`src/rtl/evt_timer_pkg.sv`:
```
package evt_timer_pkg;

    localparam int WORD_W = 32;

    // Byte offsets decoded by the register file
    localparam int OFS_LOAD_LO = 'h00;
    localparam int OFS_LOAD_HI = 'h04;
    localparam int OFS_CTRL    = 'h10;
    localparam int OFS_STATUS  = 'h18;

    typedef enum logic {
        MODE_PERIODIC = 1'b0,
        MODE_ONE_TIME = 1'b1
    } mode_e;

    // Packed MSB first: bit 2 unmask, bit 1 mode, bit 0 run
    typedef struct packed {
        logic  unmask;
        mode_e mode;
        logic  run;
    } ctrl_t;

endpackage

```
`src/rtl/evt_timer_regs.sv`:
```
module evt_timer_regs
    import evt_timer_pkg::*;
#(
    parameter int ADDR_W = 8,
    parameter int DW     = 32
) (
    input  logic              clk,
    input  logic              rst_n,
    input  logic              psel,
    input  logic              penable,
    input  logic              pwrite,
    input  logic [ADDR_W-1:0] paddr,
    input  logic [DW-1:0]     pwdata,
    output logic [DW-1:0]     prdata,
    output logic [2*DW-1:0]   load_o,
    output ctrl_t             ctrl_o,
    output logic              clr_o,
    input  logic              status_i
);

    localparam int CTRL_W = $bits(ctrl_t);
    localparam logic [ADDR_W-1:0] A_LO   = ADDR_W'(OFS_LOAD_LO);
    localparam logic [ADDR_W-1:0] A_HI   = ADDR_W'(OFS_LOAD_HI);
    localparam logic [ADDR_W-1:0] A_CTRL = ADDR_W'(OFS_CTRL);
    localparam logic [ADDR_W-1:0] A_STAT = ADDR_W'(OFS_STATUS);

    typedef struct packed {
        logic [DW-1:0] lo;
        logic [DW-1:0] hi;
        ctrl_t         ctrl;
    } regs_t;

    regs_t regs_d, regs_q;
    logic  wr_acc;
    logic  mapped;

    assign wr_acc = psel & penable & pwrite;
    assign mapped = (paddr == A_LO) || (paddr == A_HI) ||
                    (paddr == A_CTRL) || (paddr == A_STAT);

    always_comb begin
        regs_d = regs_q;
        clr_o  = 1'b0;
        if (wr_acc) begin
            if (paddr == A_LO)   regs_d.lo   = pwdata;
            if (paddr == A_HI)   regs_d.hi   = pwdata;
            if (paddr == A_CTRL) regs_d.ctrl = ctrl_t'(pwdata[CTRL_W-1:0]);
            if (paddr == A_STAT) clr_o       = pwdata[0];
        end
    end

    always_comb begin
        prdata = '0;
        if (paddr == A_LO)   prdata = regs_q.lo;
        if (paddr == A_HI)   prdata = regs_q.hi;
        if (paddr == A_CTRL) prdata = {{(DW-CTRL_W){1'b0}}, regs_q.ctrl};
        if (paddr == A_STAT) prdata = {{(DW-1){1'b0}}, status_i};
    end

    always_ff @(posedge clk or negedge rst_n) begin
        if (!rst_n) regs_q <= '0;
        else        regs_q <= regs_d;
    end

    assign load_o = {regs_q.hi, regs_q.lo};
    assign ctrl_o = regs_q.ctrl;

    // the low word moves only on a write to its own offset
    p_lo_stable_r2: assert property (@(posedge clk) disable iff (!rst_n)
        !(wr_acc && (paddr == A_LO)) |=> $stable(load_o[DW-1:0]));

    // unmapped offsets read as zero
    p_unmapped_zero_r10: assert property (@(posedge clk) disable iff (!rst_n)
        (psel && !mapped) |-> (prdata == '0));

    // a write to an unmapped offset leaves the control bits alone
    p_unmapped_ctrl_r10: assert property (@(posedge clk) disable iff (!rst_n)
        (wr_acc && !mapped) |=> $stable(ctrl_o));

endmodule

```
`src/rtl/evt_timer_counter.sv`:
```
module evt_timer_counter #(
    parameter int CNT_W = 64
) (
    input  logic             clk,
    input  logic             rst_n,
    input  logic             run_i,
    input  logic             once_i,
    input  logic             tick_i,
    input  logic [CNT_W-1:0] load_i,
    output logic             expire_o
);

    typedef struct packed {
        logic [CNT_W-1:0] cnt;
        logic             run_prev;
        logic             done;
    } cnt_state_t;

    cnt_state_t st_d, st_q;

    always_comb begin
        st_d          = st_q;
        expire_o      = 1'b0;
        st_d.run_prev = run_i;
        if (run_i) begin
            if (!st_q.run_prev) begin
                st_d.cnt  = load_i;
                st_d.done = 1'b0;
            end else if (tick_i && !st_q.done) begin
                if (st_q.cnt == '0) begin
                    expire_o = 1'b1;
                    if (once_i) st_d.done = 1'b1;
                    else        st_d.cnt  = load_i;
                end else begin
                    st_d.cnt = st_q.cnt - 1'b1;
                end
            end
        end
    end

    always_ff @(posedge clk or negedge rst_n) begin
        if (!rst_n) st_q <= '0;
        else        st_q <= st_d;
    end

    // a stopped timer holds its count
    p_frozen_r11: assert property (@(posedge clk) disable iff (!rst_n)
        !run_i |=> $stable(st_q.cnt));

    // enable edge captures the reload value
    p_load_on_enable_r4: assert property (@(posedge clk) disable iff (!rst_n)
        $rose(run_i) |=> (st_q.cnt == $past(load_i)));

    // a tick on a non-zero running count decrements it by one
    p_decrement_r4: assert property (@(posedge clk) disable iff (!rst_n)
        (run_i && st_q.run_prev && tick_i && !st_q.done && st_q.cnt != '0)
        |=> (st_q.cnt == $past(st_q.cnt) - 1'b1));

    // a finished one-time count never expires again
    p_single_shot_r6: assert property (@(posedge clk) disable iff (!rst_n)
        (st_q.done && st_q.run_prev && run_i) |-> !expire_o);

endmodule

```
`src/rtl/evt_timer_irq.sv`:
```
module evt_timer_irq (
    input  logic clk,
    input  logic rst_n,
    input  logic expire_i,
    input  logic clr_i,
    input  logic unmask_i,
    output logic status_o,
    output logic irq_o
);

    typedef struct packed {
        logic pend;
    } irq_state_t;

    irq_state_t st_d, st_q;

    always_comb begin
        st_d = st_q;
        if (expire_i)   st_d.pend = 1'b1;
        else if (clr_i) st_d.pend = 1'b0;
    end

    always_ff @(posedge clk or negedge rst_n) begin
        if (!rst_n) st_q <= '0;
        else        st_q <= st_d;
    end

    assign status_o = st_q.pend;
    assign irq_o    = st_q.pend & unmask_i;

    // an expiry always leaves the flag set, clear or not
    p_set_wins_r8: assert property (@(posedge clk) disable iff (!rst_n)
        expire_i |=> status_o);

    // without a clear the flag stays set
    p_sticky_r7: assert property (@(posedge clk) disable iff (!rst_n)
        (status_o && !clr_i) |=> status_o);

    // the line never rises without a pending flag
    p_irq_gate_r9: assert property (@(posedge clk) disable iff (!rst_n)
        irq_o |-> status_o);

endmodule

```
`src/rtl/evt_timer.sv`:
```
module evt_timer
    import evt_timer_pkg::*;
#(
    parameter int ADDR_W = 8
) (
    input  logic              clk,
    input  logic              rst_n,
    input  logic              psel,
    input  logic              penable,
    input  logic              pwrite,
    input  logic [ADDR_W-1:0] paddr,
    input  logic [31:0]       pwdata,
    output logic [31:0]       prdata,
    input  logic              tick,
    output logic              irq
);

    localparam int CNT_W = 2 * WORD_W;

    logic [CNT_W-1:0] load_val;
    ctrl_t            ctrl;
    logic             clr_req;
    logic             status;
    logic             expire;

    evt_timer_regs #(.ADDR_W(ADDR_W), .DW(WORD_W)) u_regs (
        .clk      (clk),
        .rst_n    (rst_n),
        .psel     (psel),
        .penable  (penable),
        .pwrite   (pwrite),
        .paddr    (paddr),
        .pwdata   (pwdata),
        .prdata   (prdata),
        .load_o   (load_val),
        .ctrl_o   (ctrl),
        .clr_o    (clr_req),
        .status_i (status)
    );

    evt_timer_counter #(.CNT_W(CNT_W)) u_counter (
        .clk      (clk),
        .rst_n    (rst_n),
        .run_i    (ctrl.run),
        .once_i   (ctrl.mode == MODE_ONE_TIME),
        .tick_i   (tick),
        .load_i   (load_val),
        .expire_o (expire)
    );

    evt_timer_irq u_irq (
        .clk      (clk),
        .rst_n    (rst_n),
        .expire_i (expire),
        .clr_i    (clr_req),
        .unmask_i (ctrl.unmask),
        .status_o (status),
        .irq_o    (irq)
    );

endmodule

```
`config.mk`:
```
export PLATFORM = sky130hd
export DESIGN_NAME = evt_timer
export DESIGN_NICKNAME = d
export VERILOG_FILES = /design/src/rtl/evt_timer_pkg.sv /design/src/rtl/evt_timer_regs.sv /design/src/rtl/evt_timer_counter.sv /design/src/rtl/evt_timer_irq.sv /design/src/rtl/evt_timer.sv
export SDC_FILE = /design/constraint.sdc
export NUM_CORES = 1
export LEC_CHECK = 0
export BUFFER_PORTS_ARGS = -buffer_cell sky130_fd_sc_hd__clkbuf_2
export CORE_ASPECT_RATIO = 0.8
export CORE_MARGIN = 1.5
export CORE_UTILIZATION = 50
export DETAILED_ROUTE_END_ITERATION = 8
export PLACE_DENSITY = 0.69
export REMOVE_ABC_BUFFERS = 1
export SLEW_MARGIN = 5
export SYNTH_ARGS = -nofsm -noshare
export SYNTH_HDL_FRONTEND = slang
export SYNTH_SLANG_ARGS = --single-unit
```
`constraint.sdc`:
```
create_clock -name clk -period 3.6 [get_ports clk]
set_clock_uncertainty 0.05 [all_clocks]
set_input_delay 0.36 -clock clk [delete_from_list [all_inputs] [get_ports clk]]
set_output_delay 0.36 -clock clk [all_outputs]
set_load 0.02 [all_outputs]
```
After elaboration in Yosys (flattened, before gate mapping). Index checks and enable logic that the tools add are counted.

Word-level logic and storage cells: 50. Register bits after elaboration: 134. Output and inout port bits: 33. Input bits: 46.

Reduce and logical (&&, ||, !) cells: 10. Equal/unequal tests: 7. Muxes and demuxes: 20. Add/sub/neg operators: 1. Bitwise operators: 3.

Operators by type and width (number): 2-to-1 mux 64 bit (4); 2-to-1 mux 32 bit (4); logical NOT 64 bit (1); subtractor 64 x 1 -> 64 bit (second input constant) (1); == test 8 x 5 -> 1 bit (second input constant) (2); 2-to-1 mux 1 bit (12); == test 8 x 3 -> 1 bit (second input constant) (1); logical NOT 8 bit (1); != test 2 bit (second input constant) (3); AND reduction 2 bit (3); AND reduction 4 bit (1); AND 1 bit (3); != test 3 bit (second input constant) (1); AND reduction 3 bit (1); nonzero test 2 bit (1); logical AND 1 bit (1); logical NOT 1 bit (1).

Depth between registers and ports, before layout.
Word-level depth: 6. Depth in mapped cells: 10. Depth with buffers taken out: 8.

Modules after synthesis. A second synthesis with hierarchy kept.

Cells, all modules: 812. Area total of the unflattened synthesis: 8016.4 µm².

Modules (own cells, without submodules): evt_timer_counter (cells each 573, instances 1, area each 4813.4 µm²); evt_timer_regs (cells each 235, instances 1, area each 3160.5 µm²); evt_timer_irq (cells each 4, instances 1, area each 42.5 µm²).

Worst setup path after synthesis. Ideal clock, no wire load.

Path kind: register to register. Start: register u_counter.st_q[32] in the netlist's numbering. End: register u_counter.st_q[43] in the netlist's numbering. Data arrival time: 2.602 ns. Path slack: 0.867 ns. Clock period less this slack: 2.733 ns. Cell stages (with the launch flop): 8. Path buffers: 1. Data required time: 3.469 ns. Path through: dfrtp_1 -> or4_4 -> or3_1 -> or4_1 -> buf_2 -> or3_1 -> o31a_1 -> o211ai_2.

Cells in the longest elaborated chain, start to end: 4. Elaborated cells on any way between the ends: 7.

Ends and longest elaborated chain: start, declared (RTL line evt_timer_counter.sv:19) `cnt_state_t st_d, st_q;`; start signal, assigned (RTL line evt_timer_counter.sv:43) `else st_q <= st_d;`; subtractor 64 x 1 -> 64 bit / logical NOT 64 bit (equally long branches) (RTL line evt_timer_counter.sv:35, evt_timer_counter.sv:30); 2-to-1 mux 64 bit (RTL line evt_timer_counter.sv:30) `if (st_q.cnt == '0) begin`; 2-to-1 mux 64 bit (RTL line evt_timer_counter.sv:29) `end else if (tick_i && !st_q.done) begin`; 2-to-1 mux 64 bit (RTL line evt_timer_counter.sv:26) `if (!st_q.run_prev) begin`.

Several ways; a longest one is shown, not always the timed one. The select of a mux whose other input is x is not followed. A chain may end at the register's enable or synchronous reset.

Final worst setup path.
Start: register u_counter.st_q[26] in the netlist's numbering. End: register u_counter.st_q[8] in the netlist's numbering.

Cells in the longest elaborated chain, start to end: 4. Elaborated cells on any way between the ends: 6.

Ends and longest elaborated chain (RTL line): logical NOT 64 bit * (evt_timer_counter.sv:30); 2-to-1 mux 64 bit (evt_timer_counter.sv:30); 2-to-1 mux 64 bit (evt_timer_counter.sv:29); 2-to-1 mux 64 bit (evt_timer_counter.sv:26).

Mark *: on every way between the ends. The rest lies on a longest branch, timed or not. The select of a mux whose other input is x is not followed.

==> impl_metrics.csv <==
group,metric,value,unit
route,vias_per_cell,6.49,
global_routing,grt_overflow,0,
logic_synthesis,ys_seq_area_frac,0.437,
final_layout,multi_input_area,4080,um^2
route,dr_total_vias,6932,
floorplan,die_y,114,um
route,postRouteAntennaNets,0,
final_layout,design_area,9110,um^2
setup_path,end_kind,"flop",
setup_path,worst_ep_required_time,3.86,ns
cts,cts_hold_buf,0,
floorplan,die_area,16100,um^2
cts,post_cts_resized,0,
setup_path,cp_max_fo,28,
power,pwr-share-comb,0.191,
logic_synthesis,synth_seq_cells,134,
logic_synthesis,synth_edf_count,0,
cts,root_buffer,"clkbuf_16",
logic_synthesis,syn_area_per_cell,9.81,um^2
final_layout,drive_above_1_share,0.246,
floorplan,rows,40,
placement,placed_cell_area,8510,um^2
sta,fin_crit,3.20,ns
final_layout,most-common-layout-cells,"134 x dfrtp_1, 77 x clkbuf_2, 54 x nor2_1, 53 x nor3_1, 42 x mux2_2",
power,cellLeakagePower,0.00397,uW
cts,cts_tree,"built",
setup_path,critPathLaunchType,"flop",
cts,clkSinkCount,134,
sta,hold_ws,-0.0391,ns
global_routing,grt_max_degree,93,
power,clock_power_share,0.392,
power,p_int,3180,uW
logic_synthesis,synth-async-reset-ratio,1.00,
setup_path,crit_family,"simple AND/OR/NAND/NOR gates",
global_routing,antenna_found_initial,0,
sta,fmax,313,MHz
logic_synthesis,syn_inst,783,
placement,portBuffers,78,
sta,setup_violations,0,
cts,cts_made_buffers,17,
power,seqPwrFrac,0.418,
setup_path,cp.buffers_inverters,2,
power,p_switching,1380,uW
sta,hold_violations,42,
run_status,status,"finished with violations",
logic_synthesis,synth-main-ff-cell,"dfrtp_1",
power,peakVddDrop,312,uV
power,power.share.switching,0.303,
worst_hold_path,hp-class,"input pin to asynchronous set/reset pin",
route,firstDrtPassIters,5,
cts,htreeDepth,4,
setup_path,path_cells,"nor4_1 -> buf_4 -> nand4_1 -> or4_1 -> o21ai_4 -> buf_12 -> o21ai_1 -> a211oi_1",
cts,clock_path_buffers,2,
power,power_density,501,nW/um^2
setup_path,max_stage_delay,0.70,ns
final_layout,area_growth_syn_to_layout,18.6,%
logic_synthesis,syn_area,7680,um^2
final_layout,fillCellCount,1265,
logic_synthesis,synth_warnings,0,
final_layout,nets,915,
run_status,violations,"negative hold slack",
final_layout,final_common_cell,"dfrtp_1",
sta,grt_setup_unrepaired,"false",
global_routing,first_global_vias,6779,
final_layout,utilization,0.607,
setup_path,slowest_stage,"or4_1",
flow_run,maxCapViolations,0,
sta,slew_headroom,0.421,
floorplan,chipWidth,142,um
final_layout,seq_area,3350,um^2
route,routed_wl,23.2,mm
cts,clkLatencyLatePin,0.42,ns
sta,finalCritPeriodShare,0.888,
placement,gp_congestion,0.954,
cts,cts.clk_slew.worst_paths,0.06,ns
global_routing,grt.total_usage,0.303,
route,wl_per_cell,21.7,um
route,drt-initial-drc-count,763,
power,finalPower,4560,uW
logic_synthesis,synth.distinct_cells,68,
sta,tightest_slew,0.869,ns
floorplan,start_util,0.511,
route,drc_errors,0,
floorplan,core,15000,um^2
placement,dp_hpwl,16.2,mm
global_routing,grt_pass1_wl,37.6,mm
final_layout,antenna_cells,0,
sta,slew_violations,0,
setup_path,crit_arrival,3.46,ns
floorplan,ios,79,
setup_path,crit_type,"flop to flop",
cts,post_cts_buffers,0,
[path summary, 6_finish.rpt]
path | startpoint | end | slack [ns] | depth (start not counted)
setup / recovery | u_counter.st_q[26] | u_counter.st_q[8] | 0.40 | 8
setup reg to reg | u_counter.st_q[26] | u_counter.st_q[8] | 0.40 | 8
max in group asynchronous | rst_n | u_counter.st_q[2] | 2.65 | 2
hold / removal | rst_n | u_regs.load_o[0] | -0.04 | 1
hold reg to reg | u_regs.ctrl_o[0] | u_counter.st_q[1] | 0.44 | 0
min in group clk | pwdata[19] | u_regs.load_o[51] | 0.11 | 3
[state kept, by name (all words and copies together) (netlist names)]
| name | cells |
|---|---|
| u_counter.st_q | 66 |
| u_irq.status_o | 1 |
| u_regs.ctrl_o | 3 |
| u_regs.load_o | 64 |
[cell families (layout without fill, tap and decap cells)]
kind of cell / count (synthesis) / count (layout) / synth area share
AOI/OAI and AO/OA: 203 / 203 / 0.191
adders and majority gates: 2 / 2 / 0.00326
buffers and inverters: 74 / 170 / 0.0389
DFF: 134 / 134 / 0.437
muxes: 97 / 97 / 0.137
and+or+nand+nor: 273 / 273 / 0.192
[layout make-up]
cell class                 count  share of cell area
clock buffer                  23              0.0525
clock inverter                 8              0.0135
inverter                      18             0.00742
multi-input combinational    575               0.448
sequential                   134               0.368
tap                          189              0.0260
timing repair buffer         121              0.0845
[power by group through the flow]
stage          Sequential [uW]  Combinational, uW  Clock, uW
6_report                  1910                869       1790
4_1_cts                   1900                861       1810
2_1_floorplan             1850                558          0
3_5_place_dp              1920                854          0
5_1_grt                   1930                966       1870
3_3_place_gp              1910                831          0
[routing by layer]
layer | routed length, um | vias to the layer above | GRT usage
met5 | 0 | - | 0
met4 | 330 | 0 | 0.0825
met3 | 1700 | 32 | 0.0638
met2 | 10200 | 287 | 0.450
met1 | 10900 | 3454 | 0.449
li1 | - | 3159 | -
[per-stage QoR]
step	cells	setup WS, ns	setup TNS, ns
after CTS	1068	0.442	0
after global routing	1068	0.279	0
after global placement	1037	0.621	0
final	1068	0.401	0
after detailed placement	1037	0.555	0
after floorplan	727	-2.31	-199.75
[worst reg2reg max path: stages, from the launching register on]
cell and delay [ns]:
dfrtp_1 0.42, nor4_1 0.42, buf_4 0.21, nand4_1 0.19
or4_1 0.70, o21ai_4 0.46, buf_12 0.25, o21ai_1 0.11
a211oi_1 0.29
[cell usage after synthesis (all sizes together), types with 4 or more instances]
| cell type | instances | area (um^2) |
|---|---|---|
| a211oi | 17 | 128 |
| a21oi | 23 | 115 |
| a22o | 34 | 298 |
| a22oi | 8 | 60.1 |
| a2bb2oi | 13 | 114 |
| and2 | 9 | 56.3 |
| and3 | 8 | 50.1 |
| and4 | 4 | 35.0 |
| buf | 13 | 70.1 |
| clkbuf | 43 | 161 |
| dfrtp | 134 | 3350 |
| inv | 17 | 63.8 |
| mux2 | 67 | 754 |
| mux2i | 30 | 300 |
| nand2 | 40 | 150 |
| nand2b | 4 | 25.0 |
| nand3 | 25 | 125 |
| nand4 | 14 | 93.8 |
| nor2 | 54 | 203 |
| nor3 | 54 | 275 |
| nor4 | 22 | 165 |
| nor4b | 6 | 58.8 |
| o2111ai | 7 | 61.3 |
| o211ai | 6 | 50.1 |
| o21ai | 49 | 249 |
| o22ai | 5 | 31.3 |
| o2bb2ai | 16 | 140 |
| or2 | 6 | 37.5 |
| or3 | 9 | 56.3 |
| or4 | 9 | 71.3 |
(Power assumes the default switching activity.)
